===== src/rtl/fcal_pkg.sv =====
package fcal_pkg;
  localparam int PAGE_W  = 16;
  localparam int CW_W    = 64;
  localparam int RST_BIT = 56;
  localparam int FC_LSB  = 40;
  localparam int FC_MSB  = FC_LSB + PAGE_W - 1;

  function automatic bit pages_legal(input int n);
    return (n == 1) || (n == 2) || (n == 4) || (n == 8) || (n == 16);
  endfunction

  function automatic int idx_width(input int n);
    return (n > 1) ? $clog2(n) : 1;
  endfunction
endpackage


===== src/rtl/fcal_page_seq.sv =====
module fcal_page_seq
  import fcal_pkg::*;
#(
  parameter int NUM_PAGES = 4,
  localparam int IW = idx_width(NUM_PAGES)
) (
  input  logic          clk,
  input  logic          rst_n,
  input  logic          slot_req,
  output logic [IW-1:0] page_idx,
  output logic          set_first
);
  generate
    if (NUM_PAGES == 1) begin : g_single
      assign page_idx  = '0;
      assign set_first = 1'b1;
    end else begin : g_multi
      localparam logic [IW-1:0] LAST = IW'(NUM_PAGES - 1);
      logic [IW-1:0] idx_q;
      always_ff @(posedge clk) begin
        if (!rst_n) begin
          idx_q <= '0;
        end else if (slot_req) begin
          idx_q <= (idx_q == LAST) ? '0 : idx_q + 1'b1;
        end
      end
      assign page_idx  = idx_q;
      assign set_first = (idx_q == '0);
    end
  endgenerate
endmodule


===== src/rtl/fcal_snapshot.sv =====
module fcal_snapshot
  import fcal_pkg::*;
#(
  parameter int NUM_PAGES = 4,
  localparam int CAL_W = NUM_PAGES * PAGE_W
) (
  input  logic             clk,
  input  logic             rst_n,
  input  logic             capture,
  input  logic [CAL_W-1:0] cal_live,
  output logic [CAL_W-1:0] cal_held
);
  logic [CAL_W-1:0] held_q;
  always_ff @(posedge clk) begin
    if (!rst_n) begin
      held_q <= '1;
    end else if (capture) begin
      held_q <= cal_live;
    end
  end
  assign cal_held = held_q;
endmodule


===== src/rtl/fcal_page_mux.sv =====
module fcal_page_mux
  import fcal_pkg::*;
#(
  parameter int NUM_PAGES = 4,
  localparam int CAL_W = NUM_PAGES * PAGE_W,
  localparam int IW = idx_width(NUM_PAGES)
) (
  input  logic              slot_req,
  input  logic              set_first,
  input  logic [IW-1:0]     page_idx,
  input  logic [CAL_W-1:0]  cal_live,
  input  logic [CAL_W-1:0]  cal_held,
  output logic              rst_flag,
  output logic [PAGE_W-1:0] page,
  output logic [CW_W-1:0]   overlay
);
  logic [PAGE_W-1:0] live_pg [NUM_PAGES];
  logic [PAGE_W-1:0] held_pg [NUM_PAGES];
  logic [PAGE_W-1:0] sel_pg;

  genvar g;
  generate
    for (g = 0; g < NUM_PAGES; g++) begin : g_pages
      // position 0 is the most significant page
      assign live_pg[g] = cal_live[(NUM_PAGES-1-g)*PAGE_W +: PAGE_W];
      assign held_pg[g] = cal_held[(NUM_PAGES-1-g)*PAGE_W +: PAGE_W];
    end
  endgenerate

  always_comb begin
    sel_pg = set_first ? live_pg[page_idx] : held_pg[page_idx];
  end

  assign rst_flag = slot_req & set_first;
  assign page     = slot_req ? sel_pg : '0;

  generate
    for (g = 0; g < CW_W; g++) begin : g_ovl
      if (g == RST_BIT) begin : g_flag
        assign overlay[g] = rst_flag;
      end else if (g >= FC_LSB && g <= FC_MSB) begin : g_fc
        assign overlay[g] = page[g-FC_LSB];
      end else begin : g_zero
        assign overlay[g] = 1'b0;
      end
    end
  endgenerate
endmodule


===== src/rtl/fcal_tx.sv =====
module fcal_tx
  import fcal_pkg::*;
#(
  parameter int NUM_PAGES = 4,
  localparam int CAL_W = NUM_PAGES * PAGE_W,
  localparam int IW = idx_width(NUM_PAGES)
) (
  input  logic              clk,
  input  logic              rst_n,
  input  logic [CAL_W-1:0]  cal_in,
  input  logic              slot_req,
  output logic              cw_rst_cal,
  output logic [PAGE_W-1:0] cw_fc_page,
  output logic [CW_W-1:0]   cw_overlay
);
  logic [IW-1:0]    page_idx;
  logic             set_first;
  logic [CAL_W-1:0] cal_held;

  fcal_page_seq #(.NUM_PAGES(NUM_PAGES)) u_seq (
    .clk       (clk),
    .rst_n     (rst_n),
    .slot_req  (slot_req),
    .page_idx  (page_idx),
    .set_first (set_first)
  );

  fcal_snapshot #(.NUM_PAGES(NUM_PAGES)) u_snap (
    .clk      (clk),
    .rst_n    (rst_n),
    .capture  (slot_req & set_first),
    .cal_live (cal_in),
    .cal_held (cal_held)
  );

  fcal_page_mux #(.NUM_PAGES(NUM_PAGES)) u_mux (
    .slot_req  (slot_req),
    .set_first (set_first),
    .page_idx  (page_idx),
    .cal_live  (cal_in),
    .cal_held  (cal_held),
    .rst_flag  (cw_rst_cal),
    .page      (cw_fc_page),
    .overlay   (cw_overlay)
  );
endmodule


===== config.mk =====
export PLATFORM = sky130hd
export DESIGN_NAME = fcal_tx
export DESIGN_NICKNAME = d
export VERILOG_FILES = /design/src/rtl/fcal_pkg.sv /design/src/rtl/fcal_page_seq.sv /design/src/rtl/fcal_snapshot.sv /design/src/rtl/fcal_page_mux.sv /design/src/rtl/fcal_tx.sv
export SDC_FILE = /design/constraint.sdc
export NUM_CORES = 1
export LEC_CHECK = 0
export CAP_MARGIN = 20
export CELL_PAD_IN_SITES_DETAIL_PLACEMENT = 1
export CELL_PAD_IN_SITES_GLOBAL_PLACEMENT = 1
export CORE_UTILIZATION = 32
export CTS_CLUSTER_DIAMETER = 200
export DETAILED_ROUTE_END_ITERATION = 8
export PLACE_DENSITY = 0.79
export SYNTH_ARGS = -nofsm -noshare
export SYNTH_HDL_FRONTEND = slang
export SYNTH_SLANG_ARGS = --single-unit
export TNS_END_PERCENT = 50

===== constraint.sdc =====
create_clock -name clk -period 3.1 [get_ports clk]
set_clock_uncertainty 0.15 [all_clocks]
set_input_delay 0.62 -clock clk [delete_from_list [all_inputs] [get_ports clk]]
set_output_delay 0.62 -clock clk [all_outputs]
set_load 0.03 [all_outputs]

; ---- After elaboration in Yosys (flattened, before gate mapping)
; Index checks and enable logic that the tools add are counted.
; W data, S select, Z words.
[op_classes]
addsub = 1
n_lt_le_gt_ge = 1
n_eq_ne = 1
mux = 9
n_bitwise = 2
n_reduce_logical = 1
[op_table]
columns = op, n
row1 = $mux W16, 6
row2 = $bmux W16 S2, 2
row3 = $ge A3 B3 Y1 const B, 1
row4 = $not A2 Y3, 1
row5 = $add A2 B1 Y2 const B, 1
row6 = $eq A2 B2 Y1 const B, 1
row7 = $logic_not A2 Y1, 1
row8 = $mux W2, 1
row9 = $and A1 B1 Y1, 1
[word_totals]
reg_bits = 66
elab_cells = 17

; ---- Logic depth before layout (Yosys ltp)
; Gate-level depths: netlist (run 1).
[logic_depth]
ltp_word = 6
ltp_mapped = 11
ltp_nobuf = 6

; ---- Modules after synthesis
; Synthesis (run 1) repeated with hierarchy kept, for this count alone.
[unflattened]
hier_cells = 394
hier_area_um2 = 3987.6
[by_module_without_submodules]
columns = module, instances, cells_each, area_per_inst_um2, seq_area_each_um2
row1 = fcal_snapshot, 1, 206, 2294.7, 1281.2
row2 = fcal_page_mux, 1, 176, 1571.5, 0.0
row3 = fcal_page_seq, 1, 11, 115.1, 40.0
row4 = fcal_tx, 1, 1, 6.3, 0.0

; ---- Worst setup path after synthesis (run 1)
; Ideal clock, no wire load.
[synth_path]
path_kind = reg-to-output
start = register u_seq.g_multi.idx_q[1] (netlist: u_seq.page_idx[1])
end = output port cw_overlay[45]
t_arrival_ns = 2.389
setup_slack_ns = -0.059
path_stages_with_launch = 11
path_cell_list = dfxtp_1 buf_2 clkbuf_1 inv_1 ha_1 buf_6 buf_4 mux2_2 o22ai_1 nor2_1 buf_4
[synth_between]
elab_chain_cells = 6
[synth_rtl]
columns = item, line
row1 = "start, declared", fcal_page_seq.sv:19  ; logic [IW-1:0] idx_q;
row2 = "start signal, assigned", fcal_page_seq.sv:24  ; idx_q <= (idx_q == LAST) ? '0 : idx_q + 1'b1;
row3 = $not A2 Y3 (implied by the code), fcal_page_mux.sv:31  ; sel_pg = set_first ? live_pg[page_idx] : held_pg[page_idx];
row4 = $bmux W16 S2, fcal_page_mux.sv:31
row5 = $mux W16 (implied by the code) (2 in a row), fcal_page_mux.sv:31
row6 = $mux W16 *, fcal_page_mux.sv:31
row7 = $mux W16 *, fcal_page_mux.sv:35  ; assign page = slot_req ? sel_pg : '0;
row8 = "end, declared", fcal_tx.sv:14  ; output logic [CW_W-1:0] cw_overlay
; Every way passes the cells marked *; elsewhere a longest branch is shown, timed or not. The select of a mux whose other input is x is not followed.

; ---- Worst setup path in the final report (run 1)
[layout_path]
start = register u_seq.g_multi.idx_q[0] (netlist: u_seq.page_idx[0])
end = output port cw_fc_page[11]
[layout_between]
elab_chain_cells = 6
[layout_rtl]
columns = item, line
row1 = $not A2 Y3 (implied by the code), fcal_page_mux.sv:31
row2 = $bmux W16 S2, fcal_page_mux.sv:31
row3 = $mux W16 (implied by the code) (2 in a row), fcal_page_mux.sv:31
row4 = $mux W16 *, fcal_page_mux.sv:31
row5 = $mux W16 *, fcal_page_mux.sv:35
row6 = "end, declared", fcal_tx.sv:13  ; output logic [PAGE_W-1:0] cw_fc_page,
; Marks and branches as above.

==> insert_results.sql, run 1 <==
INSERT INTO impl_metrics (metric_group, metric, value, unit) VALUES
('place', 'gp_routability_congestion', '0.736', ''),
('critical_path', 'worstPathMaxFanout', '19', ''),
('sta', 'tightest_slew', '686', 'ps'),
('clock_tree', 'tritoncts', 'yes', ''),
('run_status', 'failed_checks', 'DRC', ''),
('sta', 'timing.slew.headroom', '0.543', ''),
('synth', 'post_synth_inst_count', '466', ''),
('final_layout', 'drive_above_1_share', '0.228', ''),
('route', 'detail_route.wl_per_cell', '16.3', 'um'),
('clock_tree', 'number_of_clock_buffers_inserted_by_tritoncts', '9', ''),
('sta', 'count_of_final_max_slew_check_failures', '0', ''),
('grt', 'grtUsageTotal', '0.184', ''),
('sta', 'hold-worst-slack', '314', 'ps'),
('clock_tree', 'clk_path_buf_depth', '2', ''),
('grt', 'grt_max_degree', '65', ''),
('grt', 'first_global_vias', '3512', ''),
('place', 'io_buffers', '100', ''),
('critical_path', 'crit_path_end_kind', 'output pin', ''),
('die', 'chipWidth', '112', 'um'),
('pwr', 'p_leak', '2.20', 'nW'),
('synth', 'yosys-mux-area-fraction', '0.193', ''),
('synth', 'synth_xor_area_frac', '0', ''),
('synth', 'synth_area', '0.00384', 'mm2'),
('pwr', 'power.combinational.fraction', '0.312', ''),
('sta', 'timing.final.hold_violations', '0', ''),
('clock_tree', 'cts.reportedPaths.clkPinSlew', '60', 'ps'),
('clock_tree', 'clock_tree.root_cell', 'clkbuf_16', ''),
('final_layout', 'post-route-util', '0.433', ''),
('route', 'routed_wl', '11300', 'um'),
('clock_tree', 'htree_num_levels', '3', ''),
('pwr', 'netSwitchingPower', '0.977', 'mW'),
('grt', 'antenna_found_initial', '1', ''),
('synth', 'ffs_latches_synth', '66', ''),
('sta', 'postLayoutSetupSlackWorst', '64.6', 'ps'),
('pwr', 'internal_power', '2.11', 'mW'),
('die', 'die_h', '112', 'um'),
('pwr', 'vdd_ir_drop_max', '217', 'uV'),
('route', 'detailroute.via_count', '3400', ''),
('synth', 'avgSynthCellArea', '8.23', 'um2'),
('final_layout', 'most_common_library_cell_in_the_layout_ignoring_fill_and_taps', 'nand2_1', ''),
('final_layout', 'flow.area_growth_from_synthesis', '30.4', '%'),
('pwr', 'share_of_total_power_consumed_by_net_switching', '0.317', ''),
('die', 'core_area', '0.0116', 'mm2'),
('die', 'effective_utilization_at_floorplan', '0.332', ''),
('grt', 'wire_length_of_the_first_global_routing_pass', '17900', 'um'),
('synth', 'synth-simple-area-share', '0.232', ''),
('pwr', 'sequentialPowerShare', '0.317', ''),
('die', 'placement_rows', '39', ''),
('die', 'design.die.area', '0.0124', 'mm2'),
('critical_path', 'arrival', '2270', 'ps'),
('synth', 'synth_seq_area_share', '0.344', ''),
('synth', 'ys.warnings.count', '0', ''),
('clock_tree', 'cts_hold_buffers', '0', ''),
('run', 'max_cap_violations', '0', ''),
('die', 'boundaryPins', '148', ''),
('synth', 'synth_adder_area_share', '0.00652', ''),
('final_layout', 'highest_count_cells_in_the_layout_ignoring_fill_and_taps', '129 x nand2_1, 66 x dfxtp_1, 65 x clkdlybuf4s50_1', ''),
('synth', 'synth_cell_type_count', '18', ''),
('route', 'dr.pass1.iters', '7', ''),
('pwr', 'post-layout-total-power', '3.08', 'mW'),
('critical_path', 'critical_path_source_type', 'register', ''),
('grt', 'globalRoute.totalOverflow', '0', ''),
('synth', 'synth_compound_area_frac', '0.0470', ''),
('sta', 'tns', '0', 'ps'),
('sta', 'setup_viol_count_final', '0', ''),
('route', 'first_iter_violations', '163', ''),
('sta', 'min_period', '3040', 'ps'),
('pwr', 'p_clk_frac', '0.371', ''),
('clock_tree', 'worst_skew_pair.late_latency', '320', 'ps'),
('place', 'dp.final_hpwl', '8020', 'um'),
('clock_tree', 'cts_sinks', '66', ''),
('route', 'antenna_violating_nets_post_route', '0', ''),
('critical_path', 'crit_type', 'reg2out', ''),
('critical_path', 'worst_ep_required_time', '2330', 'ps'),
('pwr', 'powerDensity', '616', 'mW/mm2'),
('sta', 'rsz0062_at_grt', 'true', ''),
('sta', 'final.period_utilization', '0.979', ''),
('sta', 'max_clock_freq', '0.329', 'GHz'),
('worst_hold_path', 'worst_hold_path_type', 'reg2reg', ''),
('route', 'drc_errors', '11', ''),
('final_layout', 'layout.nets', '612', ''),
('synth', 'synth_top_family_by_area', 'simple AND/OR/NAND/NOR gates', ''),
('place', 'post-place-ws', '-180', 'ps'),
('run_status', 'run_status', 'finished, violations left', ''),
('route', 'avgViaCountPerCell', '4.91', '');
timing repair:
action / in CTS / in global routing
setup buffers: 0 / 3
resized for setup: 46 / 37
setup endpoints to repair: 28 / 26
cloned: 0 / 0
power groups by stage:
stage / sequential [mW] / clock [mW] / combinational (mW)
floorplan: 0.984 / 0 / 0.732
detailed placement: 0.996 / 0 / 0.979
finish: 0.978 / 1.14 / 0.963
global placement: 0.988 / 0 / 0.953
CTS: 0.979 / 1.17 / 0.962
global route: 0.987 / 1.21 / 1.04
kinds of logic (layout without fill, tap and decap cells):
family | count (synthesis) | in the layout
adder cells (fa/ha/maj) | 2 | 2
AO/OA/AOI/OAI | 32 | 32
other | 1 | 48
flip-flops | 66 | 66
AND/OR/NAND/NOR | 214 | 214
multiplexers | 50 | 50
buffers and inverters | 101 | 137
worst max-delay path, stage by stage (launching register included):
cell,delay (ps)
dfxtp_1,300
inv_1,90
ha_4,180
buf_12,180
mux4_2,550
o22ai_1,210
nor2_1,70
dlygate4sd2_1,360
sequential cells by signal, summed over array words and instances, names as in the netlist:
name / count
u_seq.page_idx: 2
u_snap.cal_held: 64
final timing paths:
| check | startpoint | to | slack [ps] | depth (start not counted) |
|---|---|---|---|---|
| worst max-delay path | u_seq.page_idx[0]$_SDFFE_PN0P_ | cw_fc_page[11] | 60 | 7 |
| worst min-delay path | u_snap.cal_held[51]$_SDFFE_PN1P_ | u_snap.cal_held[51]$_SDFFE_PN1P_ | 310 | 2 |
| worst max register to register | u_seq.page_idx[0]$_SDFFE_PN0P_ | u_snap.cal_held[15]$_SDFFE_PN1P_ | 1060 | 8 |
| worst min register to register | u_snap.cal_held[51]$_SDFFE_PN1P_ | u_snap.cal_held[51]$_SDFFE_PN1P_ | 310 | 2 |
cell usage after synthesis:
master / count / area [um2]
buf_2: 12 / 60.1
buf_4: 71 / 533
buf_6: 2 / 22.5
clkbuf_1: 13 / 48.8
conb_1: 1 / 3.75
dfxtp_1: 66 / 1320
ha_1: 2 / 25.0
inv_1: 3 / 11.3
mux2_2: 32 / 360
mux2i_1: 2 / 20.0
mux4_2: 16 / 360
nand2_1: 130 / 488
nand2b_1: 1 / 6.26
nand3_1: 64 / 320
nor2_1: 17 / 63.8
nor2b_1: 2 / 12.5
o21ai_0: 16 / 80.1
o22ai_1: 16 / 100
per-stage QoR:
step	cell area, um2	cells
3_5_place_dp	4670	672
6_report	5000	692
3_3_place_gp	4670	672
2_1_floorplan	4020	512
4_1_cts	5020	688
5_1_grt	5000	692
per-layer routing:
layer / share of wire / vias to the layer above / wire (um) / GRT usage
li1: - / 1609 / - / -
met2: 0.49 / 116 / 5530 / 0.317
met5: 0 / - / 0 / 0
met1: 0.44 / 1659 / 4980 / 0.227
met3: 0.047 / 16 / 537 / 0.0294
met4: 0.024 / 0 / 275 / 0.0784
cell type report:
| type | instances | area, um2 |
|---|---|---|
| fill | 1371 | 6560 |
| multi-input combinational | 345 | 2090 |
| sequential | 66 | 1320 |
| timing repair buffer | 118 | 1060 |
| clock buffer | 12 | 267 |
| tap | 143 | 179 |
| clock inverter | 4 | 72.6 |
| inverter | 3 | 11.3 |
| antenna | 1 | 2.50 |
Note: power is estimated with default switching activity, not from simulation.
==> run 2: changes to the inputs <==
HOLD_SLACK_MARGIN = 0.05   (was default)
==> results of run 2 <==
Same layout as run 1: the final DEF is identical, and so are final timing and power.
==> run 3: changes to the inputs <==
CTS_CLUSTER_SIZE = 10   (was default)
SKIP_LAST_GASP = 1   (was default)
==> run 3 against run 2 <==
Against the previous run:
- the run ends with DRC, setup timing left
- setup slack worse by 84 ps
- routed wire length is 0.77% lower
- first-iteration DRC count is 7.4% lower
- via count is 0.82% lower
- critical path depth stayed put
- sequential cell count stayed put
- register-to-register slack worse by 50 ps
==> insert_results.sql, run 3 (synthesis results as in run 1) <==
INSERT INTO impl_metrics (metric_group, metric, value, unit) VALUES
('place', 'gp_routability_congestion', '0.736', ''),
('final_layout', 'highest_count_cells_in_the_layout_ignoring_fill_and_taps', '129 x nand2_1, 66 x dfxtp_1, 65 x clkdlybuf4s50_1', ''),
('clock_tree', 'tritoncts', 'yes', ''),
('sta', 'timing.slew.headroom', '0.544', ''),
('grt', 'grt_max_degree', '65', ''),
('pwr', 'netSwitchingPower', '0.968', 'mW'),
('worst_hold_path', 'worst_hold_path_type', 'reg2reg', ''),
('grt', 'antenna_found_initial', '1', ''),
('grt', 'wire_length_of_the_first_global_routing_pass', '17900', 'um'),
('final_layout', 'most_common_library_cell_in_the_layout_ignoring_fill_and_taps', 'nand2_1', ''),
('final_layout', 'drive_above_1_share', '0.194', ''),
('sta', 'count_of_final_max_slew_check_failures', '0', ''),
('critical_path', 'critical_path.max_stage_delay', '530', 'ps'),
('critical_path', 'arrival', '2350', 'ps'),
('sta', 'setup_viol_count_final', '2', ''),
('critical_path', 'worst_ep_required_time', '2330', 'ps'),
('clock_tree', 'clock_tree.root_cell', 'clkbuf_16', ''),
('critical_path', 'slowest_stage', 'mux4_2', ''),
('sta', 'timing.final.hold_violations', '0', ''),
('sta', 'rsz0062_at_grt', 'true', ''),
('sta', 'min_period', '3120', 'ps'),
('route', 'dr.pass1.iters', '9', ''),
('sta', 'hold-worst-slack', '314', 'ps'),
('pwr', 'internal_power', '2.10', 'mW'),
('final_layout', 'flow.area_growth_from_synthesis', '30.6', '%'),
('clock_tree', 'clk_path_buf_depth', '2', ''),
('grt', 'global_route.usage.met2', '0.317', ''),
('critical_path', 'crit_path_cell_trace', 'inv_1 > ha_2 > buf_12 > mux4_2 > o22ai_1 > nor2_2 > dlygate4sd2_1', ''),
('route', 'detailroute.via_count', '3372', ''),
('clock_tree', 'htree_num_levels', '3', ''),
('die', 'boundaryPins', '148', ''),
('final_layout', 'layout.nets', '609', ''),
('die', 'placement_rows', '39', ''),
('grt', 'grt_use_met3', '0.0294', ''),
('sta', 'final.period_utilization', '1.01', ''),
('clock_tree', 'number_of_clock_buffers_inserted_by_tritoncts', '9', ''),
('pwr', 'sequentialPowerShare', '0.318', ''),
('route', 'antenna_violating_nets_post_route', '0', ''),
('place', 'io_buffers', '100', ''),
('run_status', 'failed_checks', 'DRC, setup timing', ''),
('pwr', 'powerDensity', '613', 'mW/mm2'),
('die', 'die_h', '112', 'um'),
('die', 'chipWidth', '112', 'um'),
('sta', 'tns', '-35.8', 'ps'),
('die', 'effective_utilization_at_floorplan', '0.332', ''),
('clock_tree', 'worst_skew_pair.late_latency', '320', 'ps'),
('grt', 'grt_util_met1', '0.226', ''),
('grt', 'busiest_layer', 'met2', ''),
('sta', 'tightest_slew', '684', 'ps'),
('route', 'drc_errors', '10', ''),
('final_layout', 'fillCellCount', '1358', ''),
('pwr', 'share_of_total_power_consumed_by_net_switching', '0.315', ''),
('die', 'design.die.area', '0.0124', 'mm2'),
('route', 'first_iter_violations', '151', ''),
('run_status', 'run_status', 'finished, violations left', ''),
('sta', 'postLayoutSetupSlackWorst', '-19.1', 'ps'),
('final_layout', 'largest_reg_flops', '64', ''),
('clock_tree', 'cts_sinks', '66', ''),
('pwr', 'vdd_ir_drop_max', '215', 'uV'),
('critical_path', 'critical_path_source_type', 'register', ''),
('route', 'detail_route.wl_per_cell', '16.3', 'um'),
('route', 'routed_wl', '11200', 'um'),
('run', 'max_cap_violations', '0', ''),
('critical_path', 'crit_type', 'reg2out', ''),
('route', 'avgViaCountPerCell', '4.89', ''),
('grt', 'first_global_vias', '3519', ''),
('clock_tree', 'cts.reportedPaths.clkPinSlew', '60', 'ps'),
('sta', 'max_clock_freq', '0.321', 'GHz'),
('pwr', 'p_leak', '2.29', 'nW'),
('grt', 'grtUsageTotal', '0.183', ''),
('pwr', 'power.combinational.fraction', '0.310', ''),
('grt', 'globalRoute.totalOverflow', '0', ''),
('critical_path', 'crit_path_end_kind', 'output pin', ''),
('place', 'dp.final_hpwl', '8020', 'um'),
('pwr', 'p_clk_frac', '0.372', ''),
('die', 'core_area', '0.0116', 'mm2'),
('critical_path', 'worstPathMaxFanout', '14', ''),
('clock_tree', 'post_cts.repair.setup_buffers', '0', '');
==> run 3: changes by cell type in the layout (fill, tap and decap cells not counted), sizes merged <==
cell and delta:
dlygate4sd2 +7, dlymetal6s2s +8, buf -3, clkbuf -12, clkdlybuf4s15 -3
==> run 3: cell type report <==
type                    instances  area (um2)  area share
multi-input cells             345        2050       0.409
flip-flops and latches         66        1320       0.264
repair buffers                115        1110       0.222
clock buffers                  12         267      0.0532
well taps                     143         179      0.0357
clock inverters                 4        72.6      0.0145
inverters                       3        11.3     0.00225
diodes                          1        2.50    0.000499
==> run 3: power groups by stage <==
stage / Sequential [mW] / Clock, mW / Combinational, mW
final: 0.978 / 1.14 / 0.952
after global routing: 0.987 / 1.21 / 1.02
after CTS: 0.979 / 1.17 / 0.960
after detailed placement: 0.996 / 0 / 0.979
after global placement: 0.988 / 0 / 0.953
after floorplan: 0.984 / 0 / 0.732
==> run 3: stage by stage <==
stage / total power [mW] / utilization / area (um2) / setup slack, ps / cells
floorplan: 1.72 / - / 4020 / -59.0 / 512
detailed placement: 1.98 / 0.404 / 4670 / -180 / 672
finish: 3.07 / 0.434 / 5010 / -19.1 / 689
CTS: 3.11 / 0.432 / 4990 / -235 / 688
global placement: 1.94 / 0.404 / 4670 / -163 / 672
global route: 3.22 / 0.434 / 5010 / -124 / 689
==> run 3: critical path: cells and delay by family (launching register included) <==
| family | cells | cell delay (ps) |
|---|---|---|
| buf+inv | 3 | 600 |
| mux | 1 | 530 |
| flops | 1 | 300 |
| compound gates | 1 | 290 |
| fa+ha+maj | 1 | 240 |
| simple gates | 1 | 60 |
==> run 3: layer usage <==
| layer | wire (um) | share of wire |
|---|---|---|
| met1 | 5080 | 0.45 |
| met2 | 5410 | 0.48 |
| met3 | 460 | 0.041 |
| met4 | 275 | 0.024 |
| met5 | 0 | 0 |
==> run 3: worst paths after layout <==
check | from | end | slack (ps) | depth (start not counted)
worst min register to register | u_snap.cal_held[51]$_SDFFE_PN1P_ | u_snap.cal_held[51]$_SDFFE_PN1P_ | 310 | 2
worst min-delay path | u_snap.cal_held[51]$_SDFFE_PN1P_ | u_snap.cal_held[51]$_SDFFE_PN1P_ | 310 | 2
worst max register to register | u_seq.page_idx[0]$_SDFFE_PN0P_ | u_snap.cal_held[31]$_SDFFE_PN1P_ | 1010 | 8
worst max-delay path | u_seq.page_idx[0]$_SDFFE_PN0P_ | cw_overlay[45] | -20 | 7
==> run 3: repair_timing <==
item | in CTS | in global routing
gates cloned | 0 | 0
resized for setup | 27 | 23
setup endpoints to repair | 28 | 28
hold buffers | 0 | 0
pin swaps | 0 | 0
